### src/rtl/wdog_pkg.sv
package wdog_pkg;
  localparam int EXP_BASE = 17;
  localparam int EXP_STEP = 3;
  localparam int EXP_TOP  = EXP_BASE + 3 * EXP_STEP;

  localparam logic [7:0] KEY_FIRST  = 8'hAA;
  localparam logic [7:0] KEY_SECOND = 8'h55;

  localparam logic [1:0] ADDR_KEY  = 2'd0;
  localparam logic [1:0] ADDR_CFG  = 2'd1;
  localparam logic [1:0] ADDR_PROT = 2'd2;
  localparam logic [1:0] ADDR_CLR  = 2'd3;

  function automatic int tmo_exp(input logic [1:0] sel, input int scale);
    return EXP_BASE + EXP_STEP * int'(sel) - scale;
  endfunction
endpackage

### src/rtl/wdog_unlock.sv
module wdog_unlock
  import wdog_pkg::*;
#(
  parameter int WIN = 3
) (
  input  logic       clk_i,
  input  logic       rst_ni,
  input  logic       wr_en_i,
  input  logic [1:0] wr_addr_i,
  input  logic [7:0] wr_data_i,
  output logic       open_o
);
  localparam int OPEN_W = $clog2(WIN + 1);

  logic              armed_q;
  logic [OPEN_W-1:0] open_cnt_q;
  logic              key_wr;

  assign key_wr = wr_en_i && (wr_addr_i == ADDR_KEY);
  assign open_o = (open_cnt_q != '0);

  always_ff @(posedge clk_i or negedge rst_ni) begin
    if (!rst_ni) begin
      armed_q    <= 1'b0;
      open_cnt_q <= '0;
    end else begin
      armed_q <= key_wr && (wr_data_i == KEY_FIRST);
      if (wr_en_i) begin
        // second key byte must directly follow the first
        if (key_wr && armed_q && (wr_data_i == KEY_SECOND)) open_cnt_q <= OPEN_W'(WIN);
        else                                                open_cnt_q <= '0;
      end else if (open_cnt_q != '0) begin
        open_cnt_q <= open_cnt_q - 1'b1;
      end
    end
  end


  open_key_chk: assert property (@(posedge clk_i) disable iff (!rst_ni)
    $rose(open_o) |-> $past(key_wr && wr_data_i == KEY_SECOND));


  write_closes_chk: assert property (@(posedge clk_i) disable iff (!rst_ni)
    (wr_en_i && !key_wr) |=> !open_o);
endmodule

### src/rtl/wdog_timer.sv
module wdog_timer
  import wdog_pkg::*;
#(
  parameter int SCALE = 0,
  parameter int GAP   = 512
) (
  input  logic       clk_i,
  input  logic       rst_ni,
  input  logic [1:0] sel_i,
  input  logic       restart_i,
  input  logic       rst_en_i,
  input  logic       clr_irq_i,
  input  logic       clr_rst_i,
  output logic       fire_o,
  output logic       irq_flag_o,
  output logic       rst_flag_o,
  output logic       wdt_rst_o
);
  localparam int EXP_MAX = EXP_TOP - SCALE;
  localparam int CNT_W   = $clog2((1 << EXP_MAX) + GAP) + 1;

  logic [CNT_W-1:0] cnt_q, irq_lim, rst_lim;
  logic             irq_hit, rst_hit;
  logic             irq_flag_q, rst_flag_q, pulse_q;

  always_comb begin
    irq_lim = CNT_W'(1) << tmo_exp(sel_i, SCALE);
    rst_lim = irq_lim + CNT_W'(GAP);
  end

  assign irq_hit = !restart_i && (cnt_q == irq_lim - CNT_W'(1));
  assign rst_hit = !restart_i && (cnt_q == rst_lim - CNT_W'(1));
  assign fire_o  = rst_hit && rst_en_i;

  always_ff @(posedge clk_i or negedge rst_ni) begin
    if (!rst_ni) begin
      cnt_q      <= '0;
      irq_flag_q <= 1'b0;
      rst_flag_q <= 1'b0;
      pulse_q    <= 1'b0;
    end else begin
      if (restart_i || fire_o) cnt_q <= '0;
      else                     cnt_q <= cnt_q + 1'b1;
      // set beats write-one-to-clear
      if (irq_hit)        irq_flag_q <= 1'b1;
      else if (clr_irq_i) irq_flag_q <= 1'b0;
      if (rst_hit)        rst_flag_q <= 1'b1;
      else if (clr_rst_i) rst_flag_q <= 1'b0;
      pulse_q <= fire_o;
    end
  end

  assign irq_flag_o = irq_flag_q;
  assign rst_flag_o = rst_flag_q;
  assign wdt_rst_o  = pulse_q;


  pulse_single_chk: assert property (@(posedge clk_i) disable iff (!rst_ni)
    wdt_rst_o |=> !wdt_rst_o);


  pulse_clears_cnt_chk: assert property (@(posedge clk_i) disable iff (!rst_ni)
    wdt_rst_o |-> (cnt_q == '0) && rst_flag_q);


  restart_zero_chk: assert property (@(posedge clk_i) disable iff (!rst_ni)
    restart_i |=> (cnt_q == '0) && !wdt_rst_o);
endmodule

### src/rtl/wdog_top.sv
module wdog_top
  import wdog_pkg::*;
#(
  parameter int SCALE = 0,
  parameter int GAP   = 512,
  parameter int WIN   = 3
) (
  input  logic       clk_i,
  input  logic       rst_ni,
  input  logic       wr_en_i,
  input  logic [1:0] wr_addr_i,
  input  logic [7:0] wr_data_i,
  output logic       irq_o,
  output logic       irq_flag_o,
  output logic       rst_flag_o,
  output logic       rst_en_o,
  output logic       wdt_rst_o
);
  logic [1:0] sel_q;
  logic       irq_en_q, rst_en_q;
  logic       win_open, prot_wr, clr_wr, fire;
  logic       irq_flag, rst_flag;

  wdog_unlock #(.WIN(WIN)) u_unlock (
    .clk_i     (clk_i),
    .rst_ni    (rst_ni),
    .wr_en_i   (wr_en_i),
    .wr_addr_i (wr_addr_i),
    .wr_data_i (wr_data_i),
    .open_o    (win_open)
  );

  assign prot_wr = win_open && wr_en_i && (wr_addr_i == ADDR_PROT);
  assign clr_wr  = wr_en_i && (wr_addr_i == ADDR_CLR);

  always_ff @(posedge clk_i or negedge rst_ni) begin
    if (!rst_ni) begin
      sel_q    <= 2'd0;
      irq_en_q <= 1'b0;
      rst_en_q <= 1'b0;
    end else begin
      if (wr_en_i && (wr_addr_i == ADDR_CFG)) begin
        sel_q    <= wr_data_i[1:0];
        irq_en_q <= wr_data_i[2];
      end
      if (fire)                 rst_en_q <= 1'b0;
      else if (prot_wr) begin
        if (wr_data_i[2])      rst_en_q <= 1'b0;
        else if (wr_data_i[1]) rst_en_q <= 1'b1;
      end
    end
  end

  wdog_timer #(.SCALE(SCALE), .GAP(GAP)) u_timer (
    .clk_i      (clk_i),
    .rst_ni     (rst_ni),
    .sel_i      (sel_q),
    .restart_i  (prot_wr && wr_data_i[0]),
    .rst_en_i   (rst_en_q),
    .clr_irq_i  (clr_wr && wr_data_i[0]),
    .clr_rst_i  (clr_wr && wr_data_i[1]),
    .fire_o     (fire),
    .irq_flag_o (irq_flag),
    .rst_flag_o (rst_flag),
    .wdt_rst_o  (wdt_rst_o)
  );

  assign irq_o      = irq_flag && irq_en_q;
  assign irq_flag_o = irq_flag;
  assign rst_flag_o = rst_flag;
  assign rst_en_o   = rst_en_q;


  irq_gate_chk: assert property (@(posedge clk_i) disable iff (!rst_ni)
    $rose(irq_o) |-> irq_en_q && irq_flag_o);


  arm_guard_chk: assert property (@(posedge clk_i) disable iff (!rst_ni)
    !$stable(rst_en_q) |-> $past(prot_wr) || $past(fire));


  pulse_needs_arm_chk: assert property (@(posedge clk_i) disable iff (!rst_ni)
    $rose(wdt_rst_o) |-> $past(rst_en_q) && !rst_en_q);
endmodule

### config.mk
export PLATFORM = sky130hd
export DESIGN_NAME = wdog_top
export DESIGN_NICKNAME = d
export VERILOG_FILES = /design/src/rtl/wdog_pkg.sv /design/src/rtl/wdog_unlock.sv /design/src/rtl/wdog_timer.sv /design/src/rtl/wdog_top.sv
export SDC_FILE = /design/constraint.sdc
export NUM_CORES = 1
export LEC_CHECK = 0
export BUFFER_PORTS_ARGS = -buffer_cell sky130_fd_sc_hd__clkbuf_2
export CAP_MARGIN = 5
export CORE_MARGIN = 8
export CORE_UTILIZATION = 60
export DETAILED_ROUTE_END_ITERATION = 8
export HOLD_SLACK_MARGIN = 0.06
export PLACE_DENSITY = 0.9
export SYNTH_ARGS = -nofsm -noshare
export SYNTH_HDL_FRONTEND = slang
export SYNTH_SLANG_ARGS = --single-unit
### constraint.sdc
create_clock -name clk_i -period 3.8 [get_ports clk_i]
set_clock_uncertainty 0.05 [all_clocks]
set_input_delay 0.76 -clock clk_i [delete_from_list [all_inputs] [get_ports clk_i]]
set_output_delay 0.76 -clock clk_i [all_outputs]
set_load 0.05 [all_outputs]
Word-level counts from Yosys, hierarchy flattened
Index checks and enable logic that the tools add are counted.
{"block": "word_totals", "ff_bits": 38, "latchBits": 0, "ram_bits": 0, "romBits": 0, "in_bits": 13, "out_inout_bits": 5, "n_memories": 0}
{"block": "op_classes", "n_addsub": 6, "n_mul": 1, "n_div": 0, "magnitude_cmp": 0, "n_eq_ne": 7, "n_shift": 1, "n_mux": 12, "n_bitwise": 0, "reduce_logical": 25}
{"op": "$eq 28x28->1", "count": 2}
{"op": "$sub 28x1->28 const B", "count": 2}
{"op": "$add 6x32->32 const A", "count": 1}
{"op": "$shl 1x32->28 const A", "count": 1}
{"op": "$add 28x1->28 const B", "count": 1}
{"op": "$add 28x10->28 const B", "count": 1}
{"op": "$mux 28", "count": 1}
{"op": "$logic_and 1x1->1", "count": 15}
{"op": "$reduce_bool 2->1", "count": 5}
{"op": "$eq 8x7->1 const B", "count": 1}
{"op": "$eq 8x8->1 const B", "count": 1}
{"op": "$mux 1", "count": 8}
{"op": "$mux 2", "count": 3}
{"op": "$eq 2x2->1 const B", "count": 2}
{"op": "$mul 2x2->4 const A", "count": 1}
{"op": "$reduce_bool 3->1", "count": 1}
{"op": "$eq 2x1->1 const B", "count": 1}
{"op": "$logic_not 2->1", "count": 1}
{"op": "$reduce_and 2->1", "count": 1}
{"op": "$sub 2x1->2 const B", "count": 1}
{"op": "$logic_not 1->1", "count": 1}
{"op": "$logic_or 1x1->1", "count": 1}

Depth between registers and ports, before layout
{"block": "logic_depth", "depth_word": 10, "depth_mapped": 17, "depth_no_buf": 12}

Cells and area by module
A second synthesis with hierarchy kept.
{"block": "unflattened", "cells_unflattened": 261, "hier_area_um2": 2414.8}
{"module": "wdog_timer", "instances": 1, "cells_per_inst": 226, "area_each_um2": 2011.9, "seq_area_each_um2": 775.7}
{"module": "wdog_unlock", "instances": 1, "cells_per_inst": 20, "area_each_um2": 205.2, "seq_area_each_um2": 75.1}
{"module": "wdog_top", "instances": 1, "cells_per_inst": 15, "area_each_um2": 197.7, "seq_area_each_um2": 100.1}

Least setup slack after synthesis
OpenSTA, ideal clock, no wires.
{"block": "synth_path", "kind": "register to register", "from": "reg sel_q[0]", "to": "reg u_timer.cnt_q[10]", "arrival_time_ns": 3.247, "required_time_ns": 3.634, "setup_slack_ns": 0.387, "path_stages_with_launch": 18, "path_buffers": 6, "path_cell_list": "dfrtp_1 ha_1 buf_4 and4b_1 buf_4 buf_2 nand2_1 ha_1 buf_2 nand2b_1 a2111oi_1 mux2i_1 xor2_1 nand2_1 nor4_4 buf_6 buf_6 nor2_1"}
{"block": "synth_between", "elab_chain_len": 10}
{"element": "from (decl)", "line_no": "wdog_top.sv:19", "rtl": "logic [1:0] sel_q;"}
{"element": "from (signal assigned)", "line_no": "wdog_top.sv:43", "rtl": "sel_q <= wr_data_i[1:0];"}
{"element": "$mul 2x2->4", "line_no": "wdog_pkg.sv:15", "rtl": "return EXP_BASE + EXP_STEP * int'(sel) - scale;"}
{"element": "$add 6x32->32", "line_no": "wdog_pkg.sv:15"}
{"element": "$shl 1x32->28", "line_no": "wdog_timer.sv:27", "rtl": "irq_lim = CNT_W'(1) << tmo_exp(sel_i, SCALE);"}
{"element": "$add 28x10->28", "line_no": "wdog_timer.sv:28", "rtl": "rst_lim = irq_lim + CNT_W'(GAP);"}
{"element": "$sub 28x1->28", "line_no": "wdog_timer.sv:32", "rtl": "assign rst_hit = !restart_i && (cnt_q == rst_lim - CNT_W'(1));"}
{"element": "$eq 28x28->1", "line_no": "wdog_timer.sv:32"}
{"element": "$logic_and 1x1->1", "line_no": "wdog_timer.sv:32"}
{"element": "$logic_and 1x1->1", "line_no": "wdog_timer.sv:33", "rtl": "assign fire_o = rst_hit && rst_en_i;"}
{"element": "$logic_or 1x1->1", "line_no": "wdog_timer.sv:42", "rtl": "if (restart_i || fire_o) cnt_q <= '0;"}
{"element": "$mux 28", "line_no": "wdog_timer.sv:42"}
{"element": "to (signal assigned)", "line_no": "wdog_timer.sv:43", "rtl": "else cnt_q <= cnt_q + 1'b1;"}
{"element": "to (decl)", "line_no": "wdog_timer.sv:22", "rtl": "logic [CNT_W-1:0] cnt_q, irq_lim, rst_lim;"}
No other way between the ends.
A chain may end at the register's enable or synchronous reset.

Worst setup path after layout
{"block": "layout_path", "from": "reg sel_q[0]", "to": "reg u_timer.cnt_q[0]"}
The elaborated chain is that of the path after synthesis.

==> results.txt <==
Fillers - 423
DP Worst Slack - 0.4526 ns
I/O Pins - 18
Placer Congestion - 0.9618
number of detailed-route iterations in the first pass - 6
Die Width - 88.44 um
Critical Path Start - sel_q[0]
largest cells by area after synthesis - dfrtp_1, xnor2_1, nand2_1, nor2_1, ha_1
Worst-path clk slew - 0.07 ns
post-DP HPWL - 5336 um
H-tree levels - 2
R2R cell count - 13
Hold WC Path Type - flip-flop to flip-flop
Global Route Usage Sum - 0.2077
cell with the most instances after synthesis - nand2_1
Arr. time, crit path - 3.55 ns
Setup WS post-layout - 0.3833 ns
clk buf depth - 2
Hold Crit Depth - 1
critical-path cell list - inv_1, ha_1, and4b_1, nand2_1, ha_1, nand2b_1, a2111oi_1, mux2i_1, xor2_1, nand2_1, nor4_4, buf_4, a211oi_1
vias in the first global route - 2789
maxcap violations - 0
Reg-to-Reg Start - sel_q[0]
CTS tree - yes
sequential fraction of the synthesis area - 0.3021
Core Rows - 26
initial core utilization - 0.6203
hold_buf cts - 0
Port-buffer cells - 17
Final min period - 3.417 ns
Mean Syn Cell Area - 7.930 um2
share of the synthesized area in the top cell type - 0.3021
WS Path Type - flip-flop to flip-flop
peak supply drop - 0.3716 mV
leakage power - 1.461 nW
Nets - 424
remaining routing DRC violations - 0
Core Area - 0.005075 mm2
Final Hold Fails - 0
TNS Setup - 0 ns
Slew Limit Fails - 0
synthesized area - 0.003148 mm2
1st-iter DRT viols - 289
CP required - 3.93 ns
Routed WL - 7427 um
Worst setup EP type - flip-flop
ys async rst share - 1.000
via count - 2867
leading area contributor after synthesis - dfrtp_1
clock root buffer - clkbuf_8
hold_ws - 0.4446 ns
clock latency on the worst-skew pair - 0.30 ns
Post-Syn Nets - 422
HP Start - u_unlock.open_cnt_q[1]
Slew @ Worst Pin - 0.9083 ns
Setup Buffers After CTS - 0
status - complete, no violations
fraction of layout cells with a size suffix above 1 - 0.1050
ANT nets after route - 0
via/cell ratio - 6.100
Post-synth top cells - nand2_1, nor2_1, dfrtp_1
Startpoint Class - flip-flop
grt ovf - 0
post-layout util - 0.6546
CP max-delay cell - dfrtp_1
Setup-failing EPs final - 0
largest net degree at the start of global routing - 39
crit-path max FO - 20
Synthesis Warnings - 0
Max-slew headroom - 0.3945
die area - 0.007821 mm2
power per cell area - 428.6 mW/mm2
post-DR wirelength/cell - 15.80 um
Max Freq - 0.2927 GHz
final cell count without fillers - 470
clk sinks - 38
first-pass GRT wire length - 12900 um
Synth-to-Final Area Change - 5.525%
Mapped Cells - 397
RSZ-0062 raised after global routing - false
Post-synth EDFFs - 0
DIE HEIGHT - 88.44 um
Post-CTS Resized - 0
Distinct cells, synth - 54
cts bufs inserted - 5
synthesized flop and latch total - 38
antenna violations before repair - 0
# diodes - 0
Placed Instances - 462
commonest register cell after synthesis - dfrtp_1
Critical Path Max Stage Delay - 0.52 ns
Tcrit/Tclk final - 0.8991
==> power by group <==
group	leakage, nW	switching (mW)	internal [mW]
clock	0.0472	0.150	0.146
combinational	0.904	0.321	0.242
sequential	0.509	0.0993	0.466
total	1.46	0.570	0.854
==> per-layer routing <==
metal,up-vias,share of wire,track usage
met1,1343,0.44,0.2727
met3,27,0.053,0.03528
met2,118,0.47,0.3204
met5,-,0,0
met4,0,0.035,0.1045
li1,1379,-,-
==> per-stage QoR <==
| step | cell area (um2) | power (mW) |
|---|---|---|
| final | 3322 | 1.424 |
| after detailed placement | 3227 | 1.120 |
| after global routing | 3322 | 1.527 |
| after global placement | 3227 | 1.097 |
| after CTS | 3322 | 1.419 |
| after floorplan | 3148 | 1.003 |
==> state kept, by name, summed over array words and instances, names as in the netlist <==
| name | cells |
|---|---|
| rst_en_o | 1 |
| u_unlock.open_cnt_q | 2 |
| irq_en_q | 1 |
| u_timer.wdt_rst_o | 1 |
| u_unlock.armed_q | 1 |
| u_timer.cnt_q | 28 |
| u_timer.rst_flag_o | 1 |
| sel_q | 2 |
| u_timer.irq_flag_o | 1 |
==> worst max-delay path, delay by kind of cell, from the launching register on <==
kind | cells | cell delay [ns]
AND/OR/NAND/NOR | 5 | 0.86
flip-flops | 1 | 0.52
AO/OA/AOI/OAI | 2 | 0.52
adder cells (fa/ha/maj) | 2 | 0.47
buffers and inverters | 2 | 0.44
multiplexers | 1 | 0.27
XOR/XNOR | 1 | 0.17
==> final timing paths <==
check | to | slack, ns
setup / recovery | u_timer.cnt_q[0] | 0.38
hold / removal | u_unlock.open_cnt_q[1] | 0.44
setup reg to reg | u_timer.cnt_q[0] | 0.38
hold reg to reg | u_unlock.open_cnt_q[1] | 0.44
max in group asynchronous | u_timer.cnt_q[3] | 2.60
min in group asynchronous | u_timer.cnt_q[27] | 0.53
==> final cells by class <==
| cell class | count | area [um2] | area share |
|---|---|---|---|
| clock buffers | 6 | 82.58 | 0.02486 |
| clock inverters | 2 | 12.51 | 0.003766 |
| inverters | 13 | 48.80 | 0.01469 |
| multi-input cells | 316 | 1994 | 0.6004 |
| flip-flops and latches | 38 | 950.9 | 0.2863 |
| well taps | 70 | 87.58 | 0.02637 |
| repair buffers | 25 | 145.1 | 0.04369 |
==> cell families after synthesis <==
logic type                 Yosys count  synth area share
muxes                                7           0.02464
DFF                                 38            0.3021
xor gates and xnor gates            50            0.1391
adders and majority gates           13           0.05087
AOI/OAI and AO/OA                   54            0.1109
and+or+nand+nor                    192            0.3080
buffers and inverters               43           0.06439
==> cells in the final DEF (no fill, tap or decap), types with 13 or more instances in the layout <==
cell type  count
clkbuf_2      17
xnor2_1       36
nor3_1        13
nor2_1        45
nand2_1       61
o21ai_0       14
nand4_1       20
inv_1         13
nand3_1       15
a21oi_1       13
dfrtp_1       38
xor2_1        14
Note: power is estimated with default switching activity, not from simulation.
